`src/rtl/rx_frame_pkg.sv`:
```
package rx_frame_pkg;
  // strobes from control to datapath
  typedef struct packed {
    logic push;      // write incoming word at the tail
    logic patchEof;  // set end marker on the most recently written word
    logic pop;       // retire the head word
  } dpCtrl_t;
endpackage

```
`src/rtl/rx_frame_dp.sv`:
```
module rx_frame_dp
  import rx_frame_pkg::*;
#(
  parameter int unsigned DATA_W = 32,
  parameter int unsigned DEPTH  = 8,
  parameter int unsigned CT_W   = 4,
  parameter int unsigned SIZE_W = 4,
  localparam int unsigned AW    = $clog2(DEPTH),
  localparam int unsigned CW    = AW + 1
) (
  input  logic              clk,
  input  logic              rstN,
  input  dpCtrl_t           ctl,
  input  logic [DATA_W-1:0] inData,
  input  logic              inSof,
  input  logic              inEof,
  input  logic [CT_W-1:0]   inChanType,
  input  logic [SIZE_W-1:0] inSize,
  output logic              full,
  output logic [CW-1:0]     occupancy,
  output logic [DATA_W-1:0] headData,
  output logic              headSof,
  output logic              headEof,
  output logic [CT_W-1:0]   headChanType,
  output logic [SIZE_W-1:0] headSize
);
  logic [DATA_W-1:0] dataMem [DEPTH];
  logic [CT_W-1:0]   ctMem   [DEPTH];
  logic [SIZE_W-1:0] sizeMem [DEPTH];
  logic [DEPTH-1:0]  sofBits;
  logic [DEPTH-1:0]  eofBits;
  logic [AW-1:0]     wrPtr, rdPtr, lastPtr;
  logic [CW-1:0]     occ;

  assign lastPtr   = wrPtr - 1'b1;
  assign full      = (occ == CW'(DEPTH));
  assign occupancy = occ;

  always_ff @(posedge clk) begin
    if (ctl.push) begin
      dataMem[wrPtr] <= inData;
      ctMem[wrPtr]   <= inChanType;
      sizeMem[wrPtr] <= inSize;
    end
  end

  // per-entry marker bits; end marker can be patched after the write
  for (genvar i = 0; i < DEPTH; i++) begin : gMark
    always_ff @(posedge clk or negedge rstN) begin
      if (!rstN) begin
        sofBits[i] <= 1'b0;
        eofBits[i] <= 1'b0;
      end else if (ctl.push && wrPtr == AW'(i)) begin
        sofBits[i] <= inSof;
        eofBits[i] <= inEof;
      end else if (ctl.patchEof && lastPtr == AW'(i)) begin
        eofBits[i] <= 1'b1;
      end
    end
  end

  always_ff @(posedge clk or negedge rstN) begin
    if (!rstN) begin
      wrPtr <= '0;
      rdPtr <= '0;
      occ   <= '0;
    end else begin
      if (ctl.push) wrPtr <= wrPtr + 1'b1;
      if (ctl.pop)  rdPtr <= rdPtr + 1'b1;
      occ <= occ + CW'(ctl.push) - CW'(ctl.pop);
    end
  end

  assign headData     = dataMem[rdPtr];
  assign headSof      = sofBits[rdPtr];
  assign headEof      = eofBits[rdPtr];
  assign headChanType = ctMem[rdPtr];
  assign headSize     = sizeMem[rdPtr];


  pop_nonempty_chk: assert property (@(posedge clk) disable iff (!rstN)
    ctl.pop |-> occ != '0);


  patch_when_full_chk: assert property (@(posedge clk) disable iff (!rstN)
    ctl.patchEof |-> (full && !ctl.push));
endmodule

```
`src/rtl/rx_frame_ctrl.sv`:
```
module rx_frame_ctrl
  import rx_frame_pkg::*;
#(
  parameter int unsigned DEPTH   = 8,
  parameter int unsigned CT_W    = 4,
  parameter int unsigned DATA_CT = 4,
  localparam int unsigned CW     = $clog2(DEPTH) + 1
) (
  input  logic            clk,
  input  logic            rstN,
  input  logic            cfgDataEn,
  input  logic            cfgRxEn,
  input  logic            cfgFifoEn,
  input  logic            cfgOvfIrqEn,
  input  logic            inValid,
  input  logic            inSof,
  input  logic            inEof,
  input  logic [CT_W-1:0] inChanType,
  input  logic            rdEn,
  input  logic            ovfClr,
  input  logic            full,
  input  logic            headEof,
  input  logic [CW-1:0]   occupancy,
  output dpCtrl_t         ctl,
  output logic [CW-1:0]   frameCnt,
  output logic            rdReady,
  output logic            ovfFlag,
  output logic            irq
);
  logic startWord, enOk, acceptNow, ovfEvent, incFrame, decFrame;
  logic accepting, storedAny;

  always_comb begin
    startWord    = inValid & inSof;
    enOk         = cfgDataEn & cfgRxEn & cfgFifoEn;
    acceptNow    = startWord ? (enOk && inChanType == CT_W'(DATA_CT))
                             : (inValid & accepting);
    ovfEvent     = acceptNow & full;
    ctl.push     = acceptNow & ~full;
    ctl.patchEof = ovfEvent & ~startWord & storedAny;
    ctl.pop      = rdEn & rdReady;
    incFrame     = (ctl.push & inEof) | ctl.patchEof;
    decFrame     = ctl.pop & headEof;
  end

  always_ff @(posedge clk or negedge rstN) begin
    if (!rstN) begin
      accepting <= 1'b0;
      storedAny <= 1'b0;
      frameCnt  <= '0;
      ovfFlag   <= 1'b0;
    end else begin
      if (inValid) begin
        accepting <= acceptNow & ~inEof & ~ovfEvent;
        storedAny <= startWord ? ctl.push : (storedAny | ctl.push);
      end
      frameCnt <= frameCnt + CW'(incFrame) - CW'(decFrame);
      if (ovfEvent)    ovfFlag <= 1'b1;
      else if (ovfClr) ovfFlag <= 1'b0;
    end
  end

  assign rdReady = (frameCnt != '0);
  assign irq     = ovfFlag & cfgOvfIrqEn;


  frames_within_words_chk: assert property (@(posedge clk) disable iff (!rstN)
    frameCnt <= occupancy);


  ovf_sticky_chk: assert property (@(posedge clk) disable iff (!rstN)
    (ovfFlag && !ovfClr) |=> ovfFlag);


  nondata_count_chk: assert property (@(posedge clk) disable iff (!rstN)
    (startWord && inChanType != CT_W'(DATA_CT) && !ctl.pop)
      |=> frameCnt == $past(frameCnt));
endmodule

```
`src/rtl/rx_frame_buf.sv`:
```
module rx_frame_buf
  import rx_frame_pkg::*;
#(
  parameter int unsigned DATA_W  = 32,
  parameter int unsigned DEPTH   = 8,
  parameter int unsigned CT_W    = 4,
  parameter int unsigned SIZE_W  = 4,
  parameter int unsigned DATA_CT = 4,
  localparam int unsigned CW     = $clog2(DEPTH) + 1
) (
  input  logic              clk,
  input  logic              rstN,
  input  logic              cfgDataEn,
  input  logic              cfgRxEn,
  input  logic              cfgFifoEn,
  input  logic              cfgOvfIrqEn,
  input  logic              inValid,
  input  logic              inSof,
  input  logic              inEof,
  input  logic [CT_W-1:0]   inChanType,
  input  logic [SIZE_W-1:0] inSize,
  input  logic [DATA_W-1:0] inData,
  input  logic              rdEn,
  output logic              rdReady,
  output logic [DATA_W-1:0] outData,
  output logic              outSof,
  output logic              outEof,
  output logic [CT_W-1:0]   outChanType,
  output logic [SIZE_W-1:0] outSize,
  output logic [CW-1:0]     frameCnt,
  input  logic              ovfClr,
  output logic              ovfFlag,
  output logic              irq
);
  dpCtrl_t       ctl;
  logic          full;
  logic [CW-1:0] occupancy;

  rx_frame_ctrl #(.DEPTH(DEPTH), .CT_W(CT_W), .DATA_CT(DATA_CT)) ctrl_i (
    .clk(clk), .rstN(rstN),
    .cfgDataEn(cfgDataEn), .cfgRxEn(cfgRxEn), .cfgFifoEn(cfgFifoEn),
    .cfgOvfIrqEn(cfgOvfIrqEn),
    .inValid(inValid), .inSof(inSof), .inEof(inEof), .inChanType(inChanType),
    .rdEn(rdEn), .ovfClr(ovfClr),
    .full(full), .headEof(outEof), .occupancy(occupancy),
    .ctl(ctl), .frameCnt(frameCnt), .rdReady(rdReady),
    .ovfFlag(ovfFlag), .irq(irq)
  );

  rx_frame_dp #(.DATA_W(DATA_W), .DEPTH(DEPTH), .CT_W(CT_W), .SIZE_W(SIZE_W)) dp_i (
    .clk(clk), .rstN(rstN), .ctl(ctl),
    .inData(inData), .inSof(inSof), .inEof(inEof),
    .inChanType(inChanType), .inSize(inSize),
    .full(full), .occupancy(occupancy),
    .headData(outData), .headSof(outSof), .headEof(outEof),
    .headChanType(outChanType), .headSize(outSize)
  );
endmodule

```
`config.mk`:
```
export PLATFORM = sky130hd
export DESIGN_NAME = rx_frame_buf
export DESIGN_NICKNAME = d
export VERILOG_FILES = /design/src/rtl/rx_frame_pkg.sv /design/src/rtl/rx_frame_dp.sv /design/src/rtl/rx_frame_ctrl.sv /design/src/rtl/rx_frame_buf.sv
export SDC_FILE = /design/constraint.sdc
export NUM_CORES = 1
export LEC_CHECK = 0
export BUFFER_PORTS_ARGS = -buffer_cell sky130_fd_sc_hd__buf_2
export CORE_ASPECT_RATIO = 1.4
export CORE_MARGIN = 10
export CORE_UTILIZATION = 65
export CTS_BUF_LIST = sky130_fd_sc_hd__clkbuf_2 sky130_fd_sc_hd__clkbuf_4 sky130_fd_sc_hd__clkbuf_8
export CTS_CLUSTER_SIZE = 25
export DETAILED_ROUTE_END_ITERATION = 16
export MAX_ROUTING_LAYER = met4
export PLACE_DENSITY_LB_ADDON = 0.15
export SLEW_MARGIN = 20
export SYNTH_ARGS = -nofsm -noshare
export SYNTH_HDL_FRONTEND = slang
export SYNTH_SLANG_ARGS = --single-unit
```
`constraint.sdc`:
```
create_clock -name clk -period 8.2 [get_ports clk]
set_clock_uncertainty 0.2 [all_clocks]
set_input_delay 1.23 -clock clk [delete_from_list [all_inputs] [get_ports clk]]
set_output_delay 1.23 -clock clk [all_outputs]
set_load 0.005 [all_outputs]
```
==> key figures, run 1 <==
Run status
  • Status: completed

Clock network
  • Hold-fix buffers, CTS: 0
  • H-tree depth: 2
  • Clock root cell: clkbuf_8
  • Worst-path clk slew: 0.07 ns
  • CTS tree: yes
  • # clock sinks: 353
  • Post-CTS Setup Inserts: 0
  • Clock buffer count from CTS: between 40 and 50
  • Post-CTS Resized: 0
  • Clock Path Buffers: 3
  • Clock Latency Late Sink: 0.55 ns

Route
  • Met2 Wirelength: 14.3 mm
  • Length of routed wiring on met1: just over 9 mm
  • DRT Pass-1 Iters: 4
  • Uppermost layer routed: met4
  • Antenna Nets Post-Route: 0
  • Initial drt markers: approximately 460
  • Routed WL per cell: 24.3 um
  • Final wirelength: 25.9 mm
  • Vias per cell: approximately 6
  • DR WL met3: 1.58 mm
  • # DRC: 0
  • Via count: 6499

Floorplanning
  • Core Rows: 63
  • Die Span Y: slightly below 200 um
  • Die Area: 27700 um^2
  • # IOs: 100
  • Chip width: 144 um
  • Placeable Area: around 21000 um^2
  • Initial core utilization: 0.658

Layout
  • FF+latch area: approximately 10000 um^2
  • Most common cell after layout, fill and taps aside: edfxtp_1
  • Footprint of the multi-input gates: 3320 um^2
  • Nets@finish: 838
  • Layout cells sized above 1: 0.405
  • Fill cells: about 1200
  • Area delta synth->final: 13.2%
  • Most frequent cells in the layout: edfxtp_1, buf_2, mux4_2
  • Final Util: 0.745

Critical path
  • Critical path arrival: between 3 and 4 ns
  • CP Launch Type: flop
  • Max incr delay on CP: 0.70 ns
  • R2R Setup Slk: 5.05 ns
  • Critical Path RT: slightly below 7 ns
  • Cell Chain, Critical Path: buf_16 > buf_4 > mux4_2 > mux2_2 > buf_2
  • Worst R2R Path Depth: 8
  • CP max-delay cell: dfrtp_4
  • Peak fanout along the critical path: 37
  • CP Capture Type: output port
  • Crit Path Class: reg -> out

Timing
  • Final min period: 4.63 ns
  • Setup TNS: 0 ns
  • Fin crit share: 0.564
  • Unrepaired setup endpoints after global routing: no
  • F_max: around 0.22 GHz
  • # setup viols final: 0
  • Hold Violations, Final: 0
  • Final Hold Slack: 0.294 ns
  • Final Max Tran Viols: 0
  • Slew headroom: 0.480
  • Worst-Margin Slew: 0.774 ns

Global routing
  • Largest net degree at the start of global routing: 56
  • GRT overflow: 0
  • Initial antenna violation count: 3
  • Vias in the first global route: 7375
  • First-pass GRT wire length: 40.9 mm
  • Overall routing resource usage: 0.201

Synthesis
  • Largest cells by area after synthesis: edfxtp_1, mux4_2, dfrtp_1
  • Post-synth design cell area: 13900 um^2
  • Syn avg cell area: 21.9 um^2
  • Syn Inst Count: 634
  • Net Count, Synth: 706
  • Ys Warns: 0
  • Most area-hungry cell type in the Yosys netlist: edfxtp_1
  • Seq/Total Area, Yosys: 0.750
  • Synthesized flop and latch total: around 350
  • Post-synth top area share: 0.691
  • Post-synthesis cell type count: 34

Power and ir drop
  • Pwr dens: 293 nW/um^2
  • Pleak: 5.51 nW
  • Overall power: between 4 and 5 mW
  • VDD IR max: 166 uV

Place
  • PortBufs: just under 100
  • Gp weighted congestion: ~0.84
  • Detailed-placement wirelength estimate: 15.6 mm

Worst hold path
  • Tightest Hold Check Type: reg -> reg
  • Hold depth: 1

Job
  • Max_cap viols: 0
-- synthesized netlist by cell type --
library cell  number
nand4_1            6
xnor2_1            4
nor4_1             1
o21ai_0            2
mux2_2            45
a21oi_1            5
o22ai_1            2
mux2_1             7
nand2b_1           2
nand2_2            2
o41a_1             1
a21o_1             2
nor3_1             6
a31oi_1            6
and2_1             3
nand3_1            2
mux4_2            84
clkbuf_1          11
and3_1             3
mux2i_1            8
dfrtp_1           33
o41ai_4            1
xor2_1             5
nand2_1            8
nand3b_1           2
buf_1              7
inv_1             19
edfxtp_1         320
buf_2             10
fa_1               2
buf_4              1
ha_1              19
or3b_2             2
nor2_1             3
-- state kept, by name, indices dropped and copies added, names as in the netlist --
register / cells
dp_i.dataMem: 256
ctrl_i.frameCnt: 4
dp_i.wrPtr: 3
ctrl_i.ovfFlag: 1
dp_i.ctMem: 32
dp_i.sofBits: 8
ctrl_i.storedAny: 1
dp_i.eofBits: 8
dp_i.occupancy: 4
dp_i.sizeMem: 32
dp_i.rdPtr: 3
ctrl_i.accepting: 1
-- logic make-up after synthesis --
| kind of cell | share of synthesized area |
|---|---|
| and+or+nand+nor | 0.0158 |
| DFF | 0.750 |
| adders and majority gates | 0.0200 |
| xor gates and xnor gates | 0.00567 |
| buffers and inverters | 0.0141 |
| AOI/OAI and AO/OA | 0.00999 |
| muxes | 0.184 |
-- worst max-delay path, delay by kind of cell (launching register included) --
kind     cells  cell delay, ns
buf+inv      3            1.02
flops        1            0.70
mux          2            0.89
-- path summary, 6_finish.rpt --
check,end,from
worst max-delay path,outData[30],dp_i.rdPtr[0]$_DFFE_PN0P_
worst min-delay path,dp_i.sofBits[1]$_DFFE_PN0P_,dp_i.sofBits[1]$_DFFE_PN0P_
worst max register to register,ctrl_i.frameCnt[2]$_DFF_PN0_,dp_i.rdPtr[0]$_DFFE_PN0P_
worst min register to register,dp_i.sofBits[1]$_DFFE_PN0P_,dp_i.sofBits[1]$_DFFE_PN0P_
max in group asynchronous,dp_i.rdPtr[0]$_DFFE_PN0P_,rstN
min in group asynchronous,dp_i.wrPtr[1]$_DFFE_PN0P_,rstN
-- layer usage --
metal / up-vias / track usage
li1: 2887 / -
met1: 3344 / 0.234
met2: 217 / 0.341
met3: 51 / 0.0382
met4: 0 / 0.0815
met5: - / -
-- area by class of cell --
class,count,share of cell area
sequential,353,0.663
multi-input combinational,233,0.211
clock buffer,55,0.0453
timing repair buffer,111,0.0385
tap,260,0.0207
clock inverter,33,0.0161
inverter,19,0.00453
antenna,3,0.000477
-- report_power, final --
group | switching, mW | total [mW] | internal [mW]
combinational | 0.498 | 1.18 | 0.680
clock | 0.615 | 1.33 | 0.710
sequential | 0.115 | 2.11 | 2.00
total | 1.23 | 4.62 | 3.39
-- stage by stage --
| stage | cells | area (um^2) | setup WS [ns] |
|---|---|---|---|
| 2_1_floorplan | 634 | 13900 | 1.45 |
| 3_3_place_gp | 975 | 14700 | 3.82 |
| 3_5_place_dp | 975 | 14700 | 3.77 |
| 4_1_cts | 1063 | 15700 | 3.18 |
| 5_1_grt | 1067 | 15700 | 3.27 |
| 6_report | 1067 | 15700 | 3.57 |
Power figures use the tool's default switching activity.
==> run 2, diff against run 1 <==
- CORE_UTILIZATION: 65 -> 62
- clock period: 8.2 -> 4.32 ns (I/O delays scaled with it)
==> run 2 against run 1 <==
Against the previous run: clock power rose by 82%; count of clock-buffer cells in the layout rose by 15; global-route usage fell by 0.77 points; critical endpoint is now outData[6]; largest power group unchanged.
==> key figures, run 2 (synthesized netlist as in run 1, its figures left out) <==
Run status
  • Status: completed (unchanged)

Power and ir drop
  • Overall power: 8.68 mW (was 4.62 mW)
  • Internal power: 6.36 mW (was 3.39 mW)
  • Sw Ratio: 0.268 (was 0.266)
  • VDD IR max: 633 uV (was 166 uV)
  • Pwr dens: 549 nW/um^2 (was 293 nW/um^2)
  • Clock share of power: 0.278 (was 0.287)
  • P_sw: 2.33 mW (was 1.23 mW)
  • Sequential power share: 0.455 (was 0.458)
  • Gate power share: 0.266 (was 0.255)
  • Pleak: 5.56 nW (was 5.51 nW)

Global routing
  • Vias in the first global route: 7375 (unchanged)
  • Largest net degree at the start of global routing: 82 (was 56)
  • GRT overflow: 0 (unchanged)
  • Overall routing resource usage: 0.194 (was 0.201)
  • First-pass GRT wire length: 42.2 mm (was 40.9 mm)
  • Initial antenna violation count: 0 (was 3)

Timing
  • Final setup margin: 0.806 ns (was 3.57 ns)
  • Hold Violations, Final: 0 (unchanged)
  • Fin crit share: 0.813
  • Unrepaired setup endpoints after global routing: no (unchanged)
  • F_max: 0.285 GHz
  • Final min period: 3.51 ns
  • Setup TNS: 0 ns (unchanged)
  • Slew headroom: 0.491 (was 0.480)
  • Worst-Margin Slew: 0.764 ns (was 0.774 ns)
  • # setup viols final: 0 (unchanged)
  • Final Hold Slack: 0.114 ns (was 0.294 ns)
  • Final Max Tran Viols: 0 (unchanged)

Route
  • Length of routed wiring on met1: 10.3 mm (was 9.28 mm)
  • Via count: 6609 (was 6499)
  • Uppermost layer routed: met4 (unchanged)
  • Initial drt markers: 519 (was 462)
  • DR WL met3: 1.11 mm (was 1.58 mm)
  • DRT Pass-1 Iters: 5 (was 4)
  • Met2 Wirelength: 14.5 mm (was 14.3 mm)
  • Routed WL per cell: 23.8 um (was 24.3 um)
  • # DRC: 0 (unchanged)
  • Vias per cell: 5.95 (was 6.09)
  • Final wirelength: 26.5 mm (was 25.9 mm)
  • Antenna Nets Post-Route: 0 (unchanged)

Job
  • Max_cap viols: 0 (unchanged)

Floorplanning
  • Placeable Area: 21900 um^2 (was 21100 um^2)
  • Die Area: 28900 um^2 (was 27700 um^2)
  • Die Span Y: 197 um (was 193 um)
  • # IOs: 100 (unchanged)
  • Initial core utilization: 0.634 (was 0.658)
  • Chip width: 147 um (was 144 um)
  • Core Rows: 64 (was 63)

Clock network
  • Clock buffer count from CTS: 48 (unchanged)
  • Post-CTS Setup Inserts: 0 (unchanged)
  • Clock Latency Late Sink: 0.55 ns (about the same)
  • # clock sinks: 353 (unchanged)
  • Clock Path Buffers: 3 (unchanged)
  • Clock root cell: clkbuf_8 (unchanged)
  • H-tree depth: 2 (unchanged)
  • CTS tree: yes (unchanged)
  • Worst-path clk slew: 0.06 ns (was 0.07 ns)

Layout
  • Max reg flops: 256 (unchanged)
  • Layout cells sized above 1: 0.423 (was 0.405)
  • Area delta synth->final: 13.8% (was 13.2%)
  • Biggest regs: dp_i.dataMem x256, dp_i.ctMem x32, dp_i.sizeMem x32 (unchanged)
  • Diode count: 0 (was 3)
  • Fin cells: 1110 (was 1067)
  • Nets@finish: 847 (was 838)
  • Most common cell after layout, fill and taps aside: edfxtp_1 (unchanged)
  • Most frequent cells in the layout: edfxtp_1, buf_2, mux4_2 (unchanged)
  • Biggest register: dp_i.dataMem (unchanged)
  • Fill cells: 1372 (was 1204)

Worst hold path
  • Min-delay src: ovfClr (was dp_i.sofBits[1]$_DFFE_PN0P_)
  • Sink of the worst hold path: ctrl_i.ovfFlag$_DFFE_PN0P_ (was dp_i.sofBits[1]$_DFFE_PN0P_)
  • Tightest Hold Check Type: in -> reg (was reg -> reg)
  • Hold depth: 2 (was 1)

Critical path
  • R2R Setup Slk: 1.38 ns (was 5.05 ns)
  • Capture point of the worst reg-to-reg path: ctrl_i.frameCnt[2]$_DFF_PN0_ (unchanged)
  • CP Launch Type: flop (unchanged)
  • Reg-to-Reg Start: dp_i.rdPtr[1]$_DFFE_PN0P_ (was dp_i.rdPtr[0]$_DFFE_PN0P_)
  • Peak fanout along the critical path: 81 (was 37)
  • Critical Path RT: 3.47 ns (was 6.77 ns)
  • Critical path arrival: 2.67 ns (was 3.20 ns)
  • Crit Path Class: reg -> out (unchanged)
  • CP Capture Type: output port (unchanged)
  • Worst R2R Path Depth: 8 (unchanged)

Place
  • DP Worst Slack: 0.806 ns (was 3.77 ns)
  • PortBufs: 99 (unchanged)
  • Placed cell count: 1021 (was 975)
  • Detailed-placement wirelength estimate: 16.7 mm (was 15.6 mm)
  • Gp weighted congestion: 0.859 (was 0.835)
run 2: cell count changes in the layout (fill, tap and decap cells not counted), sizes merged:
cell         delta
clkinv          -9
dlygate4sd3     +1
bufinv          -4
diode           -3
clkinvlp        -1
clkbuf         +15
buf             +8
inv             -1
run 2: power groups by stage:
stage | clock [mW] | sequential, mW | combinational [mW]
after global placement | 0 | 4.03 | 2.33
after floorplan | 0 | 3.90 | 1.72
after detailed placement | 0 | 4.03 | 2.38
after CTS | 2.47 | 3.96 | 2.39
final | 2.42 | 3.96 | 2.31
after global routing | 2.62 | 3.97 | 2.55
run 2: through the flow:
stage | cell area [um^2] | utilization
6_report | 15800 | 0.721
3_3_place_gp | 14900 | 0.678
2_1_floorplan | 13900 | -
4_1_cts | 15800 | 0.721
3_5_place_dp | 14900 | 0.678
5_1_grt | 15800 | 0.721
run 2: critical path, stage by stage (launching register included):
cell and delay [ns]:
dfrtp_4 0.50, buf_12 0.51, mux4_2 0.63, mux2_2 0.28
buf_2 0.13
run 2: cell type report:
class                           count  area, um^2  share of cell area
Sequential cell                   353       10400               0.660
Multi-Input combinational cell    233        3340               0.211
Clock buffer                       70         857              0.0541
Timing Repair Buffer              120         668              0.0422
Tap cell                          297         372              0.0235
Clock inverter                     18        80.1             0.00506
Inverter                           19        71.3             0.00451
run 2: repair_timing:
| item | 4_1_cts | 5_1_grt |
|---|---|---|
| gates resized for setup | 0 | 0 |
| hold endpoints to repair | 33 | 0 |
| hold buffers | 1 | 0 |
run 2: worst max-delay path by stage:
stage,from,end,depth (start not counted)
finish,dp_i.rdPtr[0]$_DFFE_PN0P_,outData[6],4
global placement,inChanType[0],dp_i.dataMem[7][1]$_DFFE_PP_,6
global route,dp_i.rdPtr[0]$_DFFE_PN0P_,outChanType[0],4
detailed placement,inChanType[0],dp_i.dataMem[7][0]$_DFFE_PP_,6
CTS,dp_i.rdPtr[0]$_DFFE_PN0P_,outSize[1],4
floorplan,inSof,dp_i.ctMem[2][0]$_DFFE_PP_,5
run 2: metal layers:
layer	GRT usage	vias up
met2	0.331	184
met5	-	-
met4	0.0621	0
met3	0.0323	50
met1	0.232	3476
li1	-	2899
==> run 3, diff against run 2 <==
- clock period: 4.32 -> 3.5 ns (I/O delays scaled with it)
==> run 3 against run 2 <==
Against the previous run: critical path depth unchanged; wire length down 0.66%; final cell count is 0.36% higher; final area increased by 1.3%; global-route usage fell by 0.18 points; setup slack got worse by 0.64 ns; sequential cell count is the same; critical endpoint is now outData[23]; highest routed layer unchanged.
==> key figures, run 3 (synthesized netlist as in run 1, its figures left out) <==
Run status
  • Status: completed (unchanged)

Layout
  • Footprint of the multi-input gates: 3360 um^2 (was 3340 um^2)
  • Most frequent cells in the layout: edfxtp_1, buf_2, mux4_2 (unchanged)
  • Biggest register: dp_i.dataMem (unchanged)
  • Most common cell after layout, fill and taps aside: edfxtp_1 (unchanged)
  • Nets@finish: 847 (unchanged)
  • Layout cells sized above 1: 0.418 (was 0.423)
  • Fill cells: 1303 (was 1372)
  • Biggest regs: dp_i.dataMem x256, dp_i.ctMem x32, dp_i.sizeMem x32 (unchanged)
  • Final Cell Area: 16000 um^2 (was 15800 um^2)
  • FF+latch area: 10400 um^2 (unchanged)
  • Max reg flops: 256 (unchanged)
  • Final Util: 0.731 (was 0.721)
  • Area delta synth->final: 15.3% (was 13.8%)

Place
  • DP Worst Slack: 0.334 ns (was 0.806 ns)
  • Cell Area, Placed: 14900 um^2 (about the same)
  • Detailed-placement wirelength estimate: 15.8 mm (was 16.7 mm)
  • PortBufs: 99 (unchanged)
  • Gp weighted congestion: 0.891 (was 0.859)

Route
  • Antenna Nets Post-Route: 0 (unchanged)
  • Initial drt markers: 457 (was 519)
  • # DRC: 0 (unchanged)
  • DRT Pass-1 Iters: 5 (unchanged)
  • Routed WL per cell: 23.6 um (was 23.8 um)
  • Final wirelength: 26.3 mm (was 26.5 mm)
  • Vias per cell: 5.92 (was 5.95)
  • Via count: 6599 (was 6609)

Power and ir drop
  • Overall power: 11.1 mW (was 8.68 mW)
  • Pleak: 5.62 nW (was 5.56 nW)
  • VDD IR max: 856 uV (was 633 uV)
  • Pwr dens: 691 nW/um^2 (was 549 nW/um^2)

Critical path
  • Capture point of the worst reg-to-reg path: ctrl_i.frameCnt[2]$_DFF_PN0_ (unchanged)
  • R2R Setup Slk: 0.66 ns (was 1.38 ns)
  • Critical path arrival: 2.61 ns (was 2.67 ns)
  • Crit path to: outData[23] (was outData[6])
  • Peak fanout along the critical path: 84 (was 81)
  • Crit Path Class: reg -> out (unchanged)
  • Reg-to-Reg Start: dp_i.rdPtr[0]$_DFFE_PN0P_ (was dp_i.rdPtr[1]$_DFFE_PN0P_)
  • Crit. Startpoint: dp_i.rdPtr[0]$_DFFE_PN0P_ (unchanged)
  • Critical Path RT: 2.77 ns (was 3.47 ns)
  • Worst R2R Path Depth: 8 (unchanged)
  • CP Capture Type: output port (unchanged)
  • CP Launch Type: flop (unchanged)

Global routing
  • First-pass GRT wire length: 41.8 mm (was 42.2 mm)
  • Initial antenna violation count: 1 (was 0)
  • GRT overflow: 0 (unchanged)
  • Overall routing resource usage: 0.192 (was 0.194)
  • Largest net degree at the start of global routing: 85 (was 82)
  • Vias in the first global route: 7474 (was 7375)

Clock network
  • Clock buffer count from CTS: 49 (was 48)
  • Clock Latency Late Sink: 0.55 ns (about the same)
  • Clock Path Buffers: 3 (unchanged)
  • Worst-path clk slew: 0.07 ns (was 0.06 ns)
  • Clock root cell: clkbuf_8 (unchanged)
  • CTS tree: yes (unchanged)
  • H-tree depth: 2 (unchanged)
  • # clock sinks: 353 (unchanged)

Timing
  • Worst-Margin Slew: 0.746 ns (was 0.764 ns)
  • Slew headroom: 0.503 (was 0.491)
  • Fin crit share: 0.953
  • Hold Violations, Final: 0 (unchanged)
  • Final setup margin: 0.164 ns (was 0.806 ns)
  • # setup viols final: 0 (unchanged)
  • Final Hold Slack: 0.0423 ns (was 0.114 ns)
  • Unrepaired setup endpoints after global routing: no (unchanged)
  • F_max: 0.300 GHz
  • Final min period: 3.34 ns
  • Final Max Tran Viols: 0 (unchanged)

Worst hold path
  • Tightest Hold Check Type: in -> reg (unchanged)

Floorplanning
  • # IOs: 100 (unchanged)
  • Die Area: 28900 um^2 (unchanged)
  • Initial core utilization: 0.634 (unchanged)
  • Placeable Area: 21900 um^2 (unchanged)
  • Core Rows: 64 (unchanged)
  • Chip width: 147 um (unchanged)
  • Die Span Y: 197 um (unchanged)

Job
  • Max_cap viols: 0 (unchanged)
==> run 3: metrics by stage <==
stage	setup TNS (ns)	std cells
3_3_place_gp	0	1017
4_1_cts	0	1113
5_1_grt	0	1114
3_5_place_dp	0	1017
6_report	0	1114
2_1_floorplan	-84.48	634
==> run 3: power by group <==
group          leakage (nW)  switching (mW)  internal (mW)
Clock                 0.559            1.46           1.86
Combinational          1.75            1.39           1.60
Sequential             3.30          0.0853           4.69
==> run 3: worst min path at each step <==
stage	startpoint	endpoint	slack, ns	cells after the start
global route	inData[13]	dp_i.dataMem[1][13]$_DFFE_PP_	0.03	1
floorplan	rstN	ctrl_i.accepting$_DFFE_PN0P_	0.03	0
CTS	inData[18]	dp_i.dataMem[3][18]$_DFFE_PP_	0.007	1
detailed placement	dp_i.sofBits[2]$_DFFE_PN0P_	dp_i.sofBits[2]$_DFFE_PN0P_	0.29	1
global placement	dp_i.sofBits[0]$_DFFE_PN0P_	dp_i.sofBits[0]$_DFFE_PN0P_	0.27	1
finish	inData[13]	dp_i.dataMem[1][13]$_DFFE_PP_	0.04	1
==> run 3: per-layer routing <==
metal | part of all wire | wire [um] | vias up | track usage
li1 | - | - | 2901 | -
met1 | 0.38 | 9990 | 3440 | 0.223
met2 | 0.55 | 14400 | 205 | 0.332
met3 | 0.047 | 1230 | 53 | 0.0346
met4 | 0.025 | 659 | 0 | 0.0661
met5 | 0 | 0 | - | -
==> run 3: final cells by class <==
type | count | share of cell area
well taps | 297 | 0.0232
repair buffers | 119 | 0.0460
clock inverters | 30 | 0.0165
diodes | 1 | 0.000156
flip-flops and latches | 353 | 0.651
clock buffers | 62 | 0.0493
multi-input cells | 233 | 0.209
inverters | 19 | 0.00445
==> run 3: worst max-delay path: stages (launching register included) <==
cell	delay (ns)
dfrtp_4	0.47
buf_16	0.49
mux4_2	0.59
mux2_2	0.31
buf_2	0.14
==> run 3: repair_timing <==
item / 4_1_cts / 5_1_grt
endpoints found under the setup margin: 0 / 29
resized for setup: 0 / 1
buffers inserted: 0 / 0
hold buffers: 4 / 0
endpoints found under the hold margin: 35 / 0
